--- src/rtl/fint_pkg.sv ---
package fint_pkg;
   localparam int CTL_W       = 8;
   localparam int F_TAP_POST  = 0;
   localparam int F_CMD_RUN   = 1;
   localparam int F_CMD_HOLD  = 2;
   localparam int F_CMD_CLR   = 3;
   localparam int F_GATE_RUN  = 4;
   localparam int F_GATE_HOLD = 5;
   localparam int F_GATE_CLR  = 6;
   localparam int F_RD_SNAP   = 7;

   localparam int NUM_TRIG = 3;
   localparam int TRG_RUN  = 0;
   localparam int TRG_HOLD = 1;
   localparam int TRG_CLR  = 2;

   typedef struct packed {
      logic rd_snap;
      logic gate_clr;
      logic gate_hold;
      logic gate_run;
      logic tap_post;
   } fint_cfg_t;
endpackage

--- src/rtl/fint_edge.sv ---
module fint_edge #(
   parameter int NUM = 3
) (
   input  logic           clk,
   input  logic           rst_n,
   input  logic [NUM-1:0] lvl_i,
   output logic [NUM-1:0] rise_o
);
   if (NUM < 1) begin : g_bad_num
      $error("fint_edge: NUM must be at least 1");
   end

   for (genvar g = 0; g < NUM; g++) begin : g_det
      logic prev_q;
      always_ff @(posedge clk) begin
         if (!rst_n) prev_q <= 1'b0;
         else        prev_q <= lvl_i[g];
      end
      assign rise_o[g] = lvl_i[g] & ~prev_q;
   end
endmodule

--- src/rtl/fint_ctl.sv ---
module fint_ctl
   import fint_pkg::*;
(
   input  logic                clk,
   input  logic                rst_n,
   input  logic                we_i,
   input  logic [CTL_W-1:0]    wdata_i,
   input  logic [NUM_TRIG-1:0] rise_i,
   output fint_cfg_t           cfg_o,
   output logic                run_o,
   output logic                run_cmd_o,
   output logic                hold_cmd_o,
   output logic                clr_cmd_o
);
   fint_cfg_t cfg_q;
   logic      run_q;

   always_ff @(posedge clk) begin
      if (!rst_n) begin
         cfg_q <= '0;
      end else if (we_i) begin
         cfg_q.tap_post  <= wdata_i[F_TAP_POST];
         cfg_q.gate_run  <= wdata_i[F_GATE_RUN];
         cfg_q.gate_hold <= wdata_i[F_GATE_HOLD];
         cfg_q.gate_clr  <= wdata_i[F_GATE_CLR];
         cfg_q.rd_snap   <= wdata_i[F_RD_SNAP];
      end
   end

   assign run_cmd_o  = (we_i & wdata_i[F_CMD_RUN])  | (cfg_q.gate_run  & rise_i[TRG_RUN]);
   assign hold_cmd_o = (we_i & wdata_i[F_CMD_HOLD]) | (cfg_q.gate_hold & rise_i[TRG_HOLD]);
   assign clr_cmd_o  = (we_i & wdata_i[F_CMD_CLR])  | (cfg_q.gate_clr  & rise_i[TRG_CLR]);

   always_ff @(posedge clk) begin
      if (!rst_n)          run_q <= 1'b0;
      else if (hold_cmd_o) run_q <= 1'b0;
      else if (run_cmd_o)  run_q <= 1'b1;
   end

   assign cfg_o = cfg_q;
   assign run_o = run_q;
endmodule

--- src/rtl/fint_tap.sv ---
module fint_tap #(
   parameter int DATA_W = 16,
   parameter int ACC_W  = 32
) (
   input  logic              sel_post_i,
   input  logic [DATA_W-1:0] pre_data_i,
   input  logic              pre_valid_i,
   input  logic [DATA_W-1:0] post_data_i,
   input  logic              post_valid_i,
   output logic [ACC_W-1:0]  smp_o,
   output logic              vld_o
);
   localparam int EXT_W = ACC_W - DATA_W;

   logic [DATA_W-1:0] raw;

   always_comb begin
      if (sel_post_i) begin
         raw   = post_data_i;
         vld_o = post_valid_i;
      end else begin
         raw   = pre_data_i;
         vld_o = pre_valid_i;
      end
   end

   assign smp_o = {{EXT_W{raw[DATA_W-1]}}, raw};
endmodule

--- src/rtl/fint_accum.sv ---
module fint_accum #(
   parameter int ACC_W    = 32,
   parameter bit SATURATE = 1'b1
) (
   input  logic             clk,
   input  logic             rst_n,
   input  logic             add_i,
   input  logic [ACC_W-1:0] smp_i,
   input  logic             zero_i,
   input  logic             flag_clr_i,
   output logic [ACC_W-1:0] acc_o,
   output logic             ovf_o
);
   logic [ACC_W-1:0] acc_q;
   logic             ovf_q;
   logic [ACC_W-1:0] base;
   logic [ACC_W:0]   wide;
   logic             ovr;
   logic [ACC_W-1:0] res;

   always_comb begin
      base = zero_i ? '0 : acc_q;
      wide = {base[ACC_W-1], base} + {smp_i[ACC_W-1], smp_i};
      ovr  = wide[ACC_W] ^ wide[ACC_W-1];
   end

   if (SATURATE) begin : g_sat
      localparam logic [ACC_W-1:0] ACC_MAX = {1'b0, {(ACC_W-1){1'b1}}};
      localparam logic [ACC_W-1:0] ACC_MIN = {1'b1, {(ACC_W-1){1'b0}}};
      always_comb begin
         if (ovr) res = wide[ACC_W] ? ACC_MIN : ACC_MAX;
         else     res = wide[ACC_W-1:0];
      end
   end else begin : g_wrap
      assign res = wide[ACC_W-1:0];
   end

   always_ff @(posedge clk) begin
      if (!rst_n) begin
         acc_q <= '0;
         ovf_q <= 1'b0;
      end else begin
         acc_q <= add_i ? res : base;
         ovf_q <= flag_clr_i ? 1'b0 : (ovf_q | (add_i & ovr));
      end
   end

   assign acc_o = acc_q;
   assign ovf_o = ovf_q;
endmodule

--- src/rtl/fout_integrator.sv ---
module fout_integrator
   import fint_pkg::*;
#(
   parameter int DATA_W   = 16,
   parameter int ACC_W    = 32,
   parameter bit SATURATE = 1'b1
) (
   input  logic              clk,
   input  logic              rst_n,
   input  logic [DATA_W-1:0] pre_data_i,
   input  logic              pre_valid_i,
   input  logic [DATA_W-1:0] post_data_i,
   input  logic              post_valid_i,
   input  logic              ctl_we_i,
   input  logic [CTL_W-1:0]  ctl_wdata_i,
   input  logic              trg_run_i,
   input  logic              trg_hold_i,
   input  logic              trg_clr_i,
   input  logic              rd_stb_i,
   output logic [ACC_W-1:0]  sum_o,
   output logic              ovf_o,
   output logic              run_o
);
   if (DATA_W < 2) begin : g_bad_data
      $error("fout_integrator: DATA_W must be at least 2");
   end
   if (ACC_W <= DATA_W) begin : g_bad_acc
      $error("fout_integrator: ACC_W must exceed DATA_W");
   end

   logic [NUM_TRIG-1:0] trg_lvl;
   logic [NUM_TRIG-1:0] trg_rise;
   fint_cfg_t           cfg;
   logic                run_cmd, hold_cmd, clr_cmd;
   logic [ACC_W-1:0]    smp;
   logic                smp_vld;
   logic                acc_ev;
   logic                rd_clr;
   logic                snap_mode;
   logic [ACC_W-1:0]    acc_q;
   logic [ACC_W-1:0]    snap_q;

   always_comb begin
      trg_lvl           = '0;
      trg_lvl[TRG_RUN]  = trg_run_i;
      trg_lvl[TRG_HOLD] = trg_hold_i;
      trg_lvl[TRG_CLR]  = trg_clr_i;
   end

   fint_edge #(.NUM(NUM_TRIG)) u_edge (
      .clk    (clk),
      .rst_n  (rst_n),
      .lvl_i  (trg_lvl),
      .rise_o (trg_rise)
   );

   fint_ctl u_ctl (
      .clk        (clk),
      .rst_n      (rst_n),
      .we_i       (ctl_we_i),
      .wdata_i    (ctl_wdata_i),
      .rise_i     (trg_rise),
      .cfg_o      (cfg),
      .run_o      (run_o),
      .run_cmd_o  (run_cmd),
      .hold_cmd_o (hold_cmd),
      .clr_cmd_o  (clr_cmd)
   );

   fint_tap #(.DATA_W(DATA_W), .ACC_W(ACC_W)) u_tap (
      .sel_post_i   (cfg.tap_post),
      .pre_data_i   (pre_data_i),
      .pre_valid_i  (pre_valid_i),
      .post_data_i  (post_data_i),
      .post_valid_i (post_valid_i),
      .smp_o        (smp),
      .vld_o        (smp_vld)
   );

   assign acc_ev    = run_o & smp_vld;
   assign snap_mode = cfg.rd_snap;
   assign rd_clr    = rd_stb_i & snap_mode;

   fint_accum #(.ACC_W(ACC_W), .SATURATE(SATURATE)) u_acc (
      .clk        (clk),
      .rst_n      (rst_n),
      .add_i      (acc_ev),
      .smp_i      (smp),
      .zero_i     (clr_cmd | rd_clr),
      .flag_clr_i (clr_cmd),
      .acc_o      (acc_q),
      .ovf_o      (ovf_o)
   );

   always_ff @(posedge clk) begin
      if (!rst_n)      snap_q <= '0;
      else if (rd_clr) snap_q <= acc_q;
   end

   assign sum_o = snap_mode ? snap_q : acc_q;
endmodule

--- config.mk ---
export PLATFORM = sky130hd
export DESIGN_NAME = fout_integrator
export DESIGN_NICKNAME = d
export VERILOG_FILES = /design/src/rtl/fint_pkg.sv /design/src/rtl/fint_edge.sv /design/src/rtl/fint_ctl.sv /design/src/rtl/fint_tap.sv /design/src/rtl/fint_accum.sv /design/src/rtl/fout_integrator.sv
export SDC_FILE = /design/constraint.sdc
export NUM_CORES = 1
export LEC_CHECK = 0
export ABC_AREA = 0
export CELL_PAD_IN_SITES_DETAIL_PLACEMENT = 1
export CELL_PAD_IN_SITES_GLOBAL_PLACEMENT = 1
export CORE_ASPECT_RATIO = 0.6
export CORE_MARGIN = 2
export CORE_UTILIZATION = 46
export CTS_CLUSTER_DIAMETER = 50
export CTS_CLUSTER_SIZE = 10
export DETAILED_ROUTE_END_ITERATION = 8
export PLACE_DENSITY_LB_ADDON = 0.1
export SETUP_SLACK_MARGIN = 0.4
export SLEW_MARGIN = 20
export SYNTH_ARGS = -nofsm -noshare
export SYNTH_HDL_FRONTEND = slang
export SYNTH_HIERARCHICAL = 1
export SYNTH_SLANG_ARGS = --single-unit
export TNS_END_PERCENT = 100
--- constraint.sdc ---
create_clock -name clk -period 10 [get_ports clk]
set_input_delay 2 -clock clk [delete_from_list [all_inputs] [get_ports clk]]
set_output_delay 2 -clock clk [all_outputs]
set_load 0.01 [all_outputs]
### Word-level counts from Yosys, hierarchy flattened

Cells that the tools add are included.

* bits in registers: 74
* input bits: 49
* output and inout bits: 34
* word-level logic and storage cells: 44

* $add $sub $neg: 1
* mux-type cells: 7
* bitwise gates (word level): 22
* reduce and logical (&&, ||, !) cells: 2

Operator list (number)
* 2-to-1 mux 32 bit: 5
* adder 32 x 16 -> 33 bit: 1
* 2-to-1 mux 16 bit: 1
* AND 1 bit: 12
* OR 1 bit: 5
* NOT 1 bit: 4
* OR reduction 2 bit: 2
* 2-to-1 mux 1 bit: 1
* bitwise XOR 1 bit: 1

### Depth between registers and ports, before layout

* depth after elaboration: 10
* mapped depth: 18
* mapped depth without buffers: 17

### By module

The synthesis kept the hierarchy.

By module, submodules not included
* fint_accum: times used 1, cells each 445, area an instance 3439.5 µm²
* fout_integrator: times used 1, cells each 184, area an instance 1890.6 µm²
* fint_tap: times used 1, cells each 35, area an instance 380.4 µm²
* fint_ctl: times used 1, cells each 22, area an instance 262.8 µm²
* fint_edge: times used 1, cells each 9, area an instance 120.1 µm²

### Least setup slack after synthesis

OpenSTA, ideal clock, no wires.

* path kind: input to register
* start point: input port ctl_we_i
* end point: register u_acc.acc_q[31], in the netlist u_acc/acc_o[31]
* library setup time: 116 ps
* data arrival time: 5257 ps
* data required time: 9884 ps
* setup slack: 4627 ps
* stages on the path: 18
* cell sequence: buf_6 a22o_2 or2_1 nor2b_1 ha_1 inv_1 fa_1 nand2b_1 a21o_1 a211o_1 a211oi_2 o2111ai_2 a21oi_2 o22a_4 buf_8 buf_6 nand2_1 o211a_1

* word-level cells in the longest chain between the ends: 8
* elaborated cells on any way between the ends: 9
* classes of those cells: add/sub: 1; mux: 4; bitwise: 4

RTL lines
* start: declaration: RTL line fout_integrator.sv:14 `input logic ctl_we_i,`
* AND 1 bit (*): RTL line fint_ctl.sv:32 `assign clr_cmd_o = (we_i & wdata_i[F_CMD_CLR]) | (cfg_q.gate_clr & rise_i[TRG_CLR]);`
* OR 1 bit (*): RTL line fint_ctl.sv:32
* named net clr_cmd: RTL line fout_integrator.sv:34 `logic run_cmd, hold_cmd, clr_cmd;`
* OR 1 bit (*): RTL line fout_integrator.sv:89 `.zero_i (clr_cmd | rd_clr),`
* 2-to-1 mux 32 bit (*): RTL line fint_accum.sv:22 `base = zero_i ? '0 : acc_q;`
* adder 32 x 16 -> 33 bit: RTL line fint_accum.sv:23 `wide = {base[ACC_W-1], base} + {smp_i[ACC_W-1], smp_i};`
* 2-to-1 mux 32 bit / bitwise XOR 1 bit (equally long branches): RTL line fint_accum.sv:31, fint_accum.sv:24
* 2-to-1 mux 32 bit: RTL line fint_accum.sv:31 `if (ovr) res = wide[ACC_W] ? ACC_MIN : ACC_MAX;`
* 2-to-1 mux 32 bit (*): RTL line fint_accum.sv:43 `acc_q <= add_i ? res : base;`
* end signal: assignment: RTL line fint_accum.sv:43
* end: declaration: RTL line fint_accum.sv:14 `logic [ACC_W-1:0] acc_q;`

Mark *: on every way through the listed nets, which the timed path passes. The rest lies on a longest branch.
A chain may end at the register's enable or synchronous reset.

### Final worst setup path

* start point: input port rd_stb_i
* end point: register u_acc.acc_q[0], in the netlist u_acc/acc_o[0]

* word-level cells in the longest chain between the ends: 7
* elaborated cells on any way between the ends: 8
* classes of those cells: add/sub: 1; mux: 4; bitwise: 3

RTL lines
* start: declaration: RTL line fout_integrator.sv:19 `input logic rd_stb_i,`
* AND 1 bit (*): RTL line fout_integrator.sv:82 `assign rd_clr = rd_stb_i & snap_mode;`
* OR 1 bit (*): RTL line fout_integrator.sv:89
* 2-to-1 mux 32 bit (*): RTL line fint_accum.sv:22
* adder 32 x 16 -> 33 bit: RTL line fint_accum.sv:23
* 2-to-1 mux 32 bit / bitwise XOR 1 bit (equally long branches): RTL line fint_accum.sv:31, fint_accum.sv:24
* 2-to-1 mux 32 bit: RTL line fint_accum.sv:31
* 2-to-1 mux 32 bit (*): RTL line fint_accum.sv:43

Mark *: on every way between the ends. The rest lies on a longest branch, timed or not.

==> impl_results.md <==
- Final worst-path cycle share: 74.6%
- Clk_skew: 9.80 ps
- Initial antenna violation count: 0
- Starting Density: 47.2%
- CTS max path bufs: 2
- Detailed Route WL: 17.9 mm
- Yosys warns: 6
- Clk sinks: 74
- Die W: 152 µm
- Leakage Power: 2.78 nW
- Busiest grt layer: met1
- Setup crit start kind: input port
- GR Util met2: 37.2%
- Antenna Violating Nets Remaining: 0
- Buffers added on ports: 82
- Fmax: 0.134 GHz
- Hold Path Class: reg2reg
- Routed length per instance: 19.8 µm
- Reg area: 1480 µm²
- First-pass GRT wire length: 28.7 mm
- CTS H-tree depth: 3
- Tmin final: 7460 ps
- Clock transition at path regs: 60 ps
- Grt total ovfl: 0
- Io pins: 83
- Avg Cell Area, Syn: 8.77 µm²
- CTS tree: done
- Endpoints failing hold: 0
- Clock root buffer: clkbuf_16
- Max stage delay cell, worst path: a211oi_2
- GR Util met1: 37.9%
- Worst Setup Slack, final: 2540 ps
- Maximum VDD drop: 0.0000975 V
- Crit path capture type: register
- N_diodes: 0
- Clock Latency Late Sink: 340 ps
- CP cell instances: clkdlybuf4s50_1, buf_4, and2_4, or2_1, buf_4, nand2b_1, inv_1, ha_1, a211oi_2, o21ai_2, o2111a_1, o2111ai_2, a211oi_2, a21o_1, a211oi_2, buf_4, o21ai_0, a31oi_1
- RSZ-0062 raised after global routing: no
- Worst Max-Slew Pin Slew: 1170 ps
- Met3 GRT Util: 6.67%
- Nets: 809
- Drt first pass iters: 5
- CTS Buf Count: 9
- Fill cells: 1517
- Cells after synthesis: 694
- Final setup vio count: 0
- Outcome: finished clean
- Routed vias: 5324
- Synthesized area: 6080 µm²
- Required time worst endpoint: 10260 ps
- Core box area: 12900 µm²
- Vias/cell: 5.90
- Vias in the first global route: 5310
- Dpl hpwl: 13.3 mm
- Worst Path Buf+Inv: 5
- Hold buffers post-CTS: 0
- Max-slew headroom: 21.8%
- Largest net degree at the start of global routing: 107
- Area of the multi-input gates: 4080 µm²
- 1st-iter DRT viols: 363
- Fin Setup TNS: 0 ps
- Layout cells sized above 1: 19.0%
- Area Overhead vs Synth: 15.0%
- Setup WS pre-CTS: 2350 ps
- Crit path kind: in2reg
- Row Count: 32
- Max-cap violation count: 0
- Drt drc: 0
- Tot GR Track Use: 25.4%
- Post-CTS Setup Bufs: 0
- Synth Net Count: 776
- CP peak stage delay: 960 ps
- Pins Over Slew Limit: 0
- Final design utilization: 54.3%
- Arrival @ worst endpoint: 7720 ps
- Power Density: 128 nW/µm²
- Die area: 14200 µm²
- Chip Height: 93.1 µm
- Post-CTS sizing: 0
- Critical path's top delay family: compound AO/OA/AOI/OAI gates
- Routability cong.: 0.898
- Crit-path max FO: 33
==> worst reg2reg max path: stages (launching register included) <==
cell and delay, ps:
dfxtp_2 390, and2_4 530, or2_1 570, buf_4 340, nand2b_1 180, inv_1 70
ha_1 300, a211oi_2 250, o21ai_2 130, o2111a_1 270, o2111ai_2 240, a211oi_2 150
a21o_1 270, a211oi_2 960, buf_4 330, o21ai_0 120, a31oi_1 190
==> per-layer routing <==
layer | part of all wire (%) | wire (µm)
met2 | 40 | 7180
met3 | 7.7 | 1370
met4 | 0.39 | 69
met1 | 52 | 9240
met5 | 0 | 0
==> per-stage QoR <==
| stage | cells | hold slack (ps) | instance area (µm²) | power (mW) |
|---|---|---|---|---|
| after floorplan | 694 | 425 | 6080 | 0.491 |
| after global placement | 886 | 432 | 6680 | 0.537 |
| after detailed placement | 886 | 448 | 6680 | 0.545 |
| after CTS | 902 | 458 | 6990 | 0.900 |
| after global routing | 902 | 479 | 6990 | 0.935 |
| final | 902 | 454 | 6990 | 0.897 |
==> area by class of cell <==
type	count	share of cell area [%]
Multi-Input combinational cell	545	58.4
Inverter	8	0.429
Timing Repair Buffer	89	12.4
Tap cell	170	3.04
Sequential cell	74	21.2
Clock inverter	6	1.29
Clock buffer	10	3.27
==> where the power goes <==
part	internal (mW)	switching [mW]
Combinational	0.0998	0.129
Sequential	0.303	0.0117
Clock	0.220	0.133
Total	0.623	0.274
==> state kept, by name (all words and copies together), names as in the netlist <==
signal / cells
u_ctl/cfg_o: 5
u_ctl/run_o: 1
u_acc/ovf_o: 1
u_acc/acc_o: 32
u_edge/g_det.prev_q: 3
snap_q: 32
==> cells in the final DEF, fill, tap and decap left out, types with 13 or more instances in the layout <==
| master | n |
|---|---|
| o21ai_0 | 67 |
| nor2b_1 | 39 |
| ha_1 | 32 |
| mux2_4 | 38 |
| clkdlybuf4s50_1 | 81 |
| a21oi_1 | 66 |
| a21o_1 | 13 |
| nor2_1 | 17 |
| xnor2_1 | 15 |
| dfxtp_1 | 73 |
| nand2_1 | 51 |
| o21ai_2 | 31 |
| nand4_1 | 33 |
==> worst paths after layout <==
check / slack [ps] / to / cells after the start / startpoint
hold reg to reg: 450 / snap_q[27]$_SDFFE_PN0P_ / 2 / snap_q[27]$_SDFFE_PN0P_
setup reg to reg: 4660 / u_acc/acc_o[0]$_SDFF_PN0_ / 16 / u_ctl/cfg_o[4]$_SDFFE_PN0P_
setup / recovery: 2540 / u_acc/acc_o[0]$_SDFF_PN0_ / 18 / rd_stb_i
hold / removal: 450 / snap_q[27]$_SDFFE_PN0P_ / 2 / snap_q[27]$_SDFFE_PN0P_
(Power assumes the default switching activity.)
